<file path="src/rtl/pstk_pkg.sv">
// Package: shared opcode type for the parameter stack unit.
// Assumes a 3-bit command opcode whose encoding the decoder upstream matches.
package pstk_pkg;
    typedef enum logic [2:0] {
        OP_HOLD  = 3'd0,
        OP_EXCH  = 3'd1,
        OP_DUPL  = 3'd2,
        OP_OVER  = 3'd3,
        OP_DROP  = 3'd4,
        OP_SLIT  = 3'd5,
        OP_LLIT  = 3'd6,
        OP_LOAD  = 3'd7
    } stk_op_e;
endpackage

</file>
<file path="src/rtl/pstk_ram.sv">
// Stack RAM: one write port and one asynchronous read port.
// Assumes the pointer logic never issues a write to an invalid address.
module pstk_ram #(
    parameter int WIDTH = 16,
    parameter int DEPTH = 64,
    localparam int AW   = $clog2(DEPTH)
) (
    input  logic             clk,
    input  logic             we,
    input  logic [AW-1:0]    waddr,
    input  logic [WIDTH-1:0] wdata,
    input  logic [AW-1:0]    raddr,
    output logic [WIDTH-1:0] rdata
);
    logic [WIDTH-1:0] mem [DEPTH];

    // Store a spilled word on a granted push.
    always_ff @(posedge clk) begin
        if (we) mem[waddr] <= wdata;
    end

    // Present the word just below the pointer for refills.
    assign rdata = mem[raddr];
endmodule

</file>
<file path="src/rtl/pstk_ptr.sv">
// Pointer and flags: counts the words held in the stack RAM, grants
// writes and refills, and keeps the sticky overflow and underflow flags.
// Assumes push and pop are never requested together.
module pstk_ptr #(
    parameter int DEPTH = 64,
    localparam int AW   = $clog2(DEPTH)
) (
    input  logic          clk,
    input  logic          rst_n,
    input  logic          push,
    input  logic          pop,
    output logic          ram_we,
    output logic [AW-1:0] waddr,
    output logic [AW-1:0] raddr,
    output logic          empty,
    output logic          overflow,
    output logic          underflow
);
    logic [AW:0] count;
    logic        full;

    assign full   = (count == (AW+1)'(DEPTH));
    assign empty  = (count == '0);
    assign ram_we = push && !full;
    assign waddr  = count[AW-1:0];
    assign raddr  = count[AW-1:0] - AW'(1);

    // Advance or retreat the word count on granted pushes and pops.
    always_ff @(posedge clk) begin
        if (!rst_n)                count <= '0;
        else if (push && !full)    count <= count + 1'b1;
        else if (pop && !empty)    count <= count - 1'b1;
    end

    // Latch the error flags until reset.
    always_ff @(posedge clk) begin
        if (!rst_n) begin
            overflow  <= 1'b0;
            underflow <= 1'b0;
        end else begin
            if (push && full)  overflow  <= 1'b1;
            if (pop && empty)  underflow <= 1'b1;
        end
    end

    assert_push_grows_R4: assert property (@(posedge clk) disable iff (!rst_n)
        (push && !full) |=> (count == $past(count) + 1'b1));
    assert_pop_shrinks_R6: assert property (@(posedge clk) disable iff (!rst_n)
        (pop && !empty) |=> (count == $past(count) - 1'b1));
    assert_no_overflow_write_R11: assert property (@(posedge clk) disable iff (!rst_n)
        (push && full) |=> (overflow && $stable(count)));
    assert_underflow_set_R12: assert property (@(posedge clk) disable iff (!rst_n)
        (pop && empty) |=> (underflow && count == '0));
    assert_flags_sticky_R13: assert property (@(posedge clk) disable iff (!rst_n)
        (overflow || underflow) |=> ((overflow >= $past(overflow)) && (underflow >= $past(underflow))));
endmodule

</file>
<file path="src/rtl/pstk_cache.sv">
// Register cache: holds TOP and NEXT, applies each decoded command and
// the optional complement, and requests pushes and pops from the pointer.
// Assumes fill_word already reads zero when the RAM is empty.
module pstk_cache
    import pstk_pkg::*;
#(
    parameter int WIDTH = 16,
    parameter int SLW   = 5
) (
    input  logic             clk,
    input  logic             rst_n,
    input  stk_op_e          op,
    input  logic             inv,
    input  logic [SLW-1:0]   short_lit,
    input  logic [WIDTH-1:0] long_lit,
    input  logic [WIDTH-1:0] load_word,
    input  logic [WIDTH-1:0] fill_word,
    output logic             push,
    output logic             pop,
    output logic [WIDTH-1:0] spill_word,
    output logic [WIDTH-1:0] top_q,
    output logic [WIDTH-1:0] next_q
);
    logic [WIDTH-1:0] top_d, top_pre, next_d;

    // Decode the command into next TOP/NEXT values and stack motion.
    always_comb begin
        top_pre = top_q;
        next_d  = next_q;
        push    = 1'b0;
        pop     = 1'b0;
        unique case (op)
            OP_HOLD: ;
            OP_EXCH: begin top_pre = next_q; next_d = top_q; end
            OP_DUPL: begin next_d = top_q; push = 1'b1; end
            OP_OVER: begin top_pre = next_q; next_d = top_q; push = 1'b1; end
            OP_DROP: begin top_pre = next_q; next_d = fill_word; pop = 1'b1; end
            OP_SLIT: begin top_pre = WIDTH'(short_lit); next_d = top_q; push = 1'b1; end
            OP_LLIT: begin top_pre = long_lit; next_d = top_q; push = 1'b1; end
            OP_LOAD: top_pre = load_word;
            default: ;
        endcase
        top_d = inv ? ~top_pre : top_pre;
    end

    assign spill_word = next_q;

    // Register the cached entries.
    always_ff @(posedge clk) begin
        if (!rst_n) begin
            top_q  <= '0;
            next_q <= '0;
        end else begin
            top_q  <= top_d;
            next_q <= next_d;
        end
    end

    assert_hold_stable_R2: assert property (@(posedge clk) disable iff (!rst_n)
        (op == OP_HOLD && !inv) |=> ($stable(top_q) && $stable(next_q)));
    assert_exchange_R3: assert property (@(posedge clk) disable iff (!rst_n)
        (op == OP_EXCH && !inv) |=> (top_q == $past(next_q) && next_q == $past(top_q)));
    assert_load_keeps_next_R9: assert property (@(posedge clk) disable iff (!rst_n)
        (op == OP_LOAD) |=> (next_q == $past(next_q)));
    assert_one_motion_R6: assert property (@(posedge clk) disable iff (!rst_n)
        !(push && pop));
endmodule

</file>
<file path="src/rtl/pstk_unit.sv">
// Top: parameter stack with TOP/NEXT cached in registers and deeper
// entries in a stack RAM. One command per cycle; results one edge later.
// Assumes the opcode follows pstk_pkg::stk_op_e.
module pstk_unit
    import pstk_pkg::*;
#(
    parameter int WIDTH = 16,
    parameter int DEPTH = 64,
    parameter int SLW   = 5,
    localparam int AW   = $clog2(DEPTH)
) (
    input  logic             clk,
    input  logic             rst_n,
    input  logic [2:0]       cmd_op,
    input  logic             cmd_inv,
    input  logic [SLW-1:0]   short_lit,
    input  logic [WIDTH-1:0] long_lit,
    input  logic [WIDTH-1:0] load_word,
    output logic [WIDTH-1:0] top_o,
    output logic [WIDTH-1:0] next_o,
    output logic             overflow_o,
    output logic             underflow_o
);
    logic             push, pop, ram_we, empty;
    logic [AW-1:0]    waddr, raddr;
    logic [WIDTH-1:0] spill_word, rdata, fill_word;

    // Empty RAM refills NEXT with zero.
    assign fill_word = empty ? '0 : rdata;

    pstk_cache #(.WIDTH(WIDTH), .SLW(SLW)) u_cache (
        .clk(clk), .rst_n(rst_n), .op(stk_op_e'(cmd_op)), .inv(cmd_inv),
        .short_lit(short_lit), .long_lit(long_lit), .load_word(load_word),
        .fill_word(fill_word), .push(push), .pop(pop), .spill_word(spill_word),
        .top_q(top_o), .next_q(next_o)
    );

    pstk_ptr #(.DEPTH(DEPTH)) u_ptr (
        .clk(clk), .rst_n(rst_n), .push(push), .pop(pop), .ram_we(ram_we),
        .waddr(waddr), .raddr(raddr), .empty(empty),
        .overflow(overflow_o), .underflow(underflow_o)
    );

    pstk_ram #(.WIDTH(WIDTH), .DEPTH(DEPTH)) u_ram (
        .clk(clk), .we(ram_we), .waddr(waddr), .wdata(spill_word),
        .raddr(raddr), .rdata(rdata)
    );
endmodule

</file>
<file path="config.mk">
export PLATFORM = sky130hd
export DESIGN_NAME = pstk_unit
export DESIGN_NICKNAME = d
export VERILOG_FILES = /design/src/rtl/pstk_pkg.sv /design/src/rtl/pstk_ram.sv /design/src/rtl/pstk_ptr.sv /design/src/rtl/pstk_cache.sv /design/src/rtl/pstk_unit.sv
export SDC_FILE = /design/constraint.sdc
export NUM_CORES = 1
export LEC_CHECK = 0
export ABC_AREA = 1
export CAP_MARGIN = 5
export CORE_MARGIN = 2
export CORE_UTILIZATION = 54
export CTS_BUF_LIST = sky130_fd_sc_hd__clkbuf_8
export DETAILED_ROUTE_END_ITERATION = 7
export DONT_BUFFER_PORTS = 1
export PLACE_DENSITY = 0.69
export SLEW_MARGIN = 20
export SYNTH_ARGS = -nofsm -noshare
export SYNTH_HDL_FRONTEND = slang
export SYNTH_SLANG_ARGS = --single-unit
</file>
<file path="constraint.sdc">
create_clock -name clk -period 4.1 [get_ports clk]
set_clock_uncertainty 0.2 [all_clocks]
set_input_delay 0.615 -clock clk [delete_from_list [all_inputs] [get_ports clk]]
set_output_delay 0.615 -clock clk [all_outputs]
set_load 0.01 [all_outputs]
</file>
==> out/qor.txt <==
Final nets: 3865
pin count of the biggest net entering global routing: 210
top cells by count, synth: nand2_1, nand3_1, edfxtp_1
num ports: 77
GPL Wtd Cong: 0.912
TNS Setup: 0 ns
Synth Instances: 3730
TritonCTS clock tree: yes
via count: 29951
# fillers: 6318
placement-stage cell area: 44900 um2
share of layout cells above drive strength 1: 9.07%
Die Y: 288 um
Reg clk slew, reported paths: 0.06 ns
minimum clock period: 3.44 ns
clock buffer depth: 3
Distinct cells, synth: 35
crit-path max cell delay: 0.60 ns
worst vdd ir: 0.420 mV
die area: 82900 um2
final setup violation count: 0
max-slew violations: 0
sequential fraction of the synthesis area: 72.5%
Max Clock Freq: 0.291 GHz
initial antenna violation count: 6
Max FO, Critical Path: 165
Final Instance Area: 48200 um2
CTS Sinks: 1065
area leader, netlist: edfxtp_1
wirelength, routed: 120 mm
multi-input logic area: 10600 um2
average size of a mapped cell: 11.7 um2
CTS root buffer: clkbuf_8
Synth top area share: 70.6%
critical-path cell list: buf_12 > buf_12 > nand2_1 > nand3_1 > nand3_1 > nand3_1 > nand3_1 > nand3_1 > nand3_1 > a21oi_1
EDFF count, synth: 1024
DRC viols: 0
synth warn: 0
Top cell by count, worst path: nand3_1
Die X: 288 um
CP arrival: 3.96 ns
Overall Global Routing Usage: 28.9%
HPWL after DPL: 66.4 mm
CP max-delay cell: buf_12
H-tree depth: 4
Top FF cell, synth: edfxtp_1
maxcap violations: 0
CP top delay family: simple AND/OR/NAND/NOR gates
DRT iter0 DRCs: 4364
clock latency on the worst-skew pair: 0.84 ns
Async SR Flop Fraction: 0%
worst slew pin tran: 1.11 ns
FP Rows: 104
Synthesized Nets: 3781
pwr dens: 563 nW/um2
First-pass DRT Iterations: 7
CP endpoint kind: flop
RSZ-0062 raised after global routing: no
status: complete, no violations
relative slew slack: 26.0%
crit path kind: reg -> reg
vias per inst: 5.99
Core Util, Final: 60.2%
top-count cell post-synth: nand2_1
placed cells: 4671
hold_ws: 0.152 ns
Placeable Area: 80200 um2
CP Buf/Inv Count: 2
synth top area cells: edfxtp_1, nand3_1, nand2_1, dfxtp_1, buf_2
Num CTS Buffers: 165
Final Cycle Share: 83.9%
Worst Path Required: 4.62 ns
Critical Path Source Type: flop
final hold viol count: 0
remaining antenna violation count: 0
vias in the first global route: 28100
Reg area: 31600 um2
Mapped Area: 43500 um2
global route overflow: 0
initial cell density of the core: 54.3%
Leak Pwr: 17.4 nW
#FFs+latches synth: 1065
fin cells: 4999
DR WL/cell: 24.0 um
first-pass GRT wire length: 177 mm
Port Buffer Count: 0
Layout area overhead: 10.8%
Min-Delay Path Class: in -> reg
==> path summary, 6_finish.rpt <==
check,end,slack [ns],startpoint,cells after the start
max,u_cache.next_q[2]$_SDFFE_PN0P_,0.66,u_ptr.count[0]$_SDFFE_PN0P_,10
min,u_ptr.overflow$_SDFFE_PN0P_,0.15,cmd_op[2],5
max reg2reg,u_cache.next_q[2]$_SDFFE_PN0P_,0.66,u_ptr.count[0]$_SDFFE_PN0P_,10
min reg2reg,u_ptr.count[6]$_SDFFE_PN0P_,0.30,u_ptr.count[6]$_SDFFE_PN0P_,1
==> stage by stage <==
step                power (mW)  worst slack, ns
finish                    27.2            0.661
floorplan                 16.5            0.880
CTS                       27.1            0.813
global placement          18.9            0.684
detailed placement        19.0            0.755
global route              28.1            0.552
==> layer usage <==
layer	vias to the layer above	track usage, %	share of wire (%)
met3	306	7.27	11
met2	1741	42.3	45
met1	14463	40.9	40
met4	8	13.1	4.3
met5	-	0	0.042
li1	13433	-	-
==> what timing repair did <==
item,in CTS,in global routing
hold buffers,36,0
resized for setup,0,0
setup buffers,0,0
setup endpoints to repair,0,0
hold endpoints to repair,25,0
==> report_power, final <==
group | internal [mW] | total, mW | leakage, nW | switching, mW
Clock | 4.08 | 8.14 | 1.77 | 4.06
Sequential | 12.4 | 12.8 | 9.40 | 0.382
Combinational | 1.59 | 6.25 | 6.19 | 4.66
Total | 18.1 | 27.2 | 17.4 | 9.10
==> registers in the layout, summed over array words and instances (netlist names) <==
| name | flops |
|---|---|
| u_cache.top_q | 16 |
| u_ptr.overflow | 1 |
| u_ptr.count | 7 |
| u_ptr.underflow | 1 |
| u_ram.mem | 1024 |
| u_cache.next_q | 16 |
==> cell usage in the layout (no fill, tap or decap), types with 4 or more instances in the layout <==
cell type and n:
ha_1 6, clkbuf_8 171, edfxtp_1 1024, nand4_1 17, nand3_1 1037, inv_2 6, buf_12 17, dfxtp_2 14
inv_8 4, inv_1 96, nor2_1 82, dfxtp_1 24, clkinv_1 34, dlygate4sd3_1 36, nand2_1 1142, buf_4 103
a21oi_1 46, clkinv_2 7, a211oi_1 4, o21ai_0 22
==> cell families after synthesis <==
kind of cell    share of synthesized area [%]
simple gates                             23.0
flops                                    72.5
buf+inv                                  3.10
compound gates                           1.06
fa+ha+maj                               0.247
xor+xnor                               0.0978
==> area by class of cell <==
type	count	share of cell area [%]
antenna	3	0.0156
clock buffer	171	4.88
clock inverter	118	1.34
inverter	43	0.389
multi-input combinational	2383	22.0
sequential	1065	65.5
tap	1060	2.75
timing repair buffer	156	3.06
==> tightest hold or removal path, cell delays in order <==
cell and delay (ns):
inv_1 0.10, o21ai_2 0.07, nand2_1 0.17, a21oi_1 0.10
nor2_1 0.08
Power figures use the tool's default switching activity.
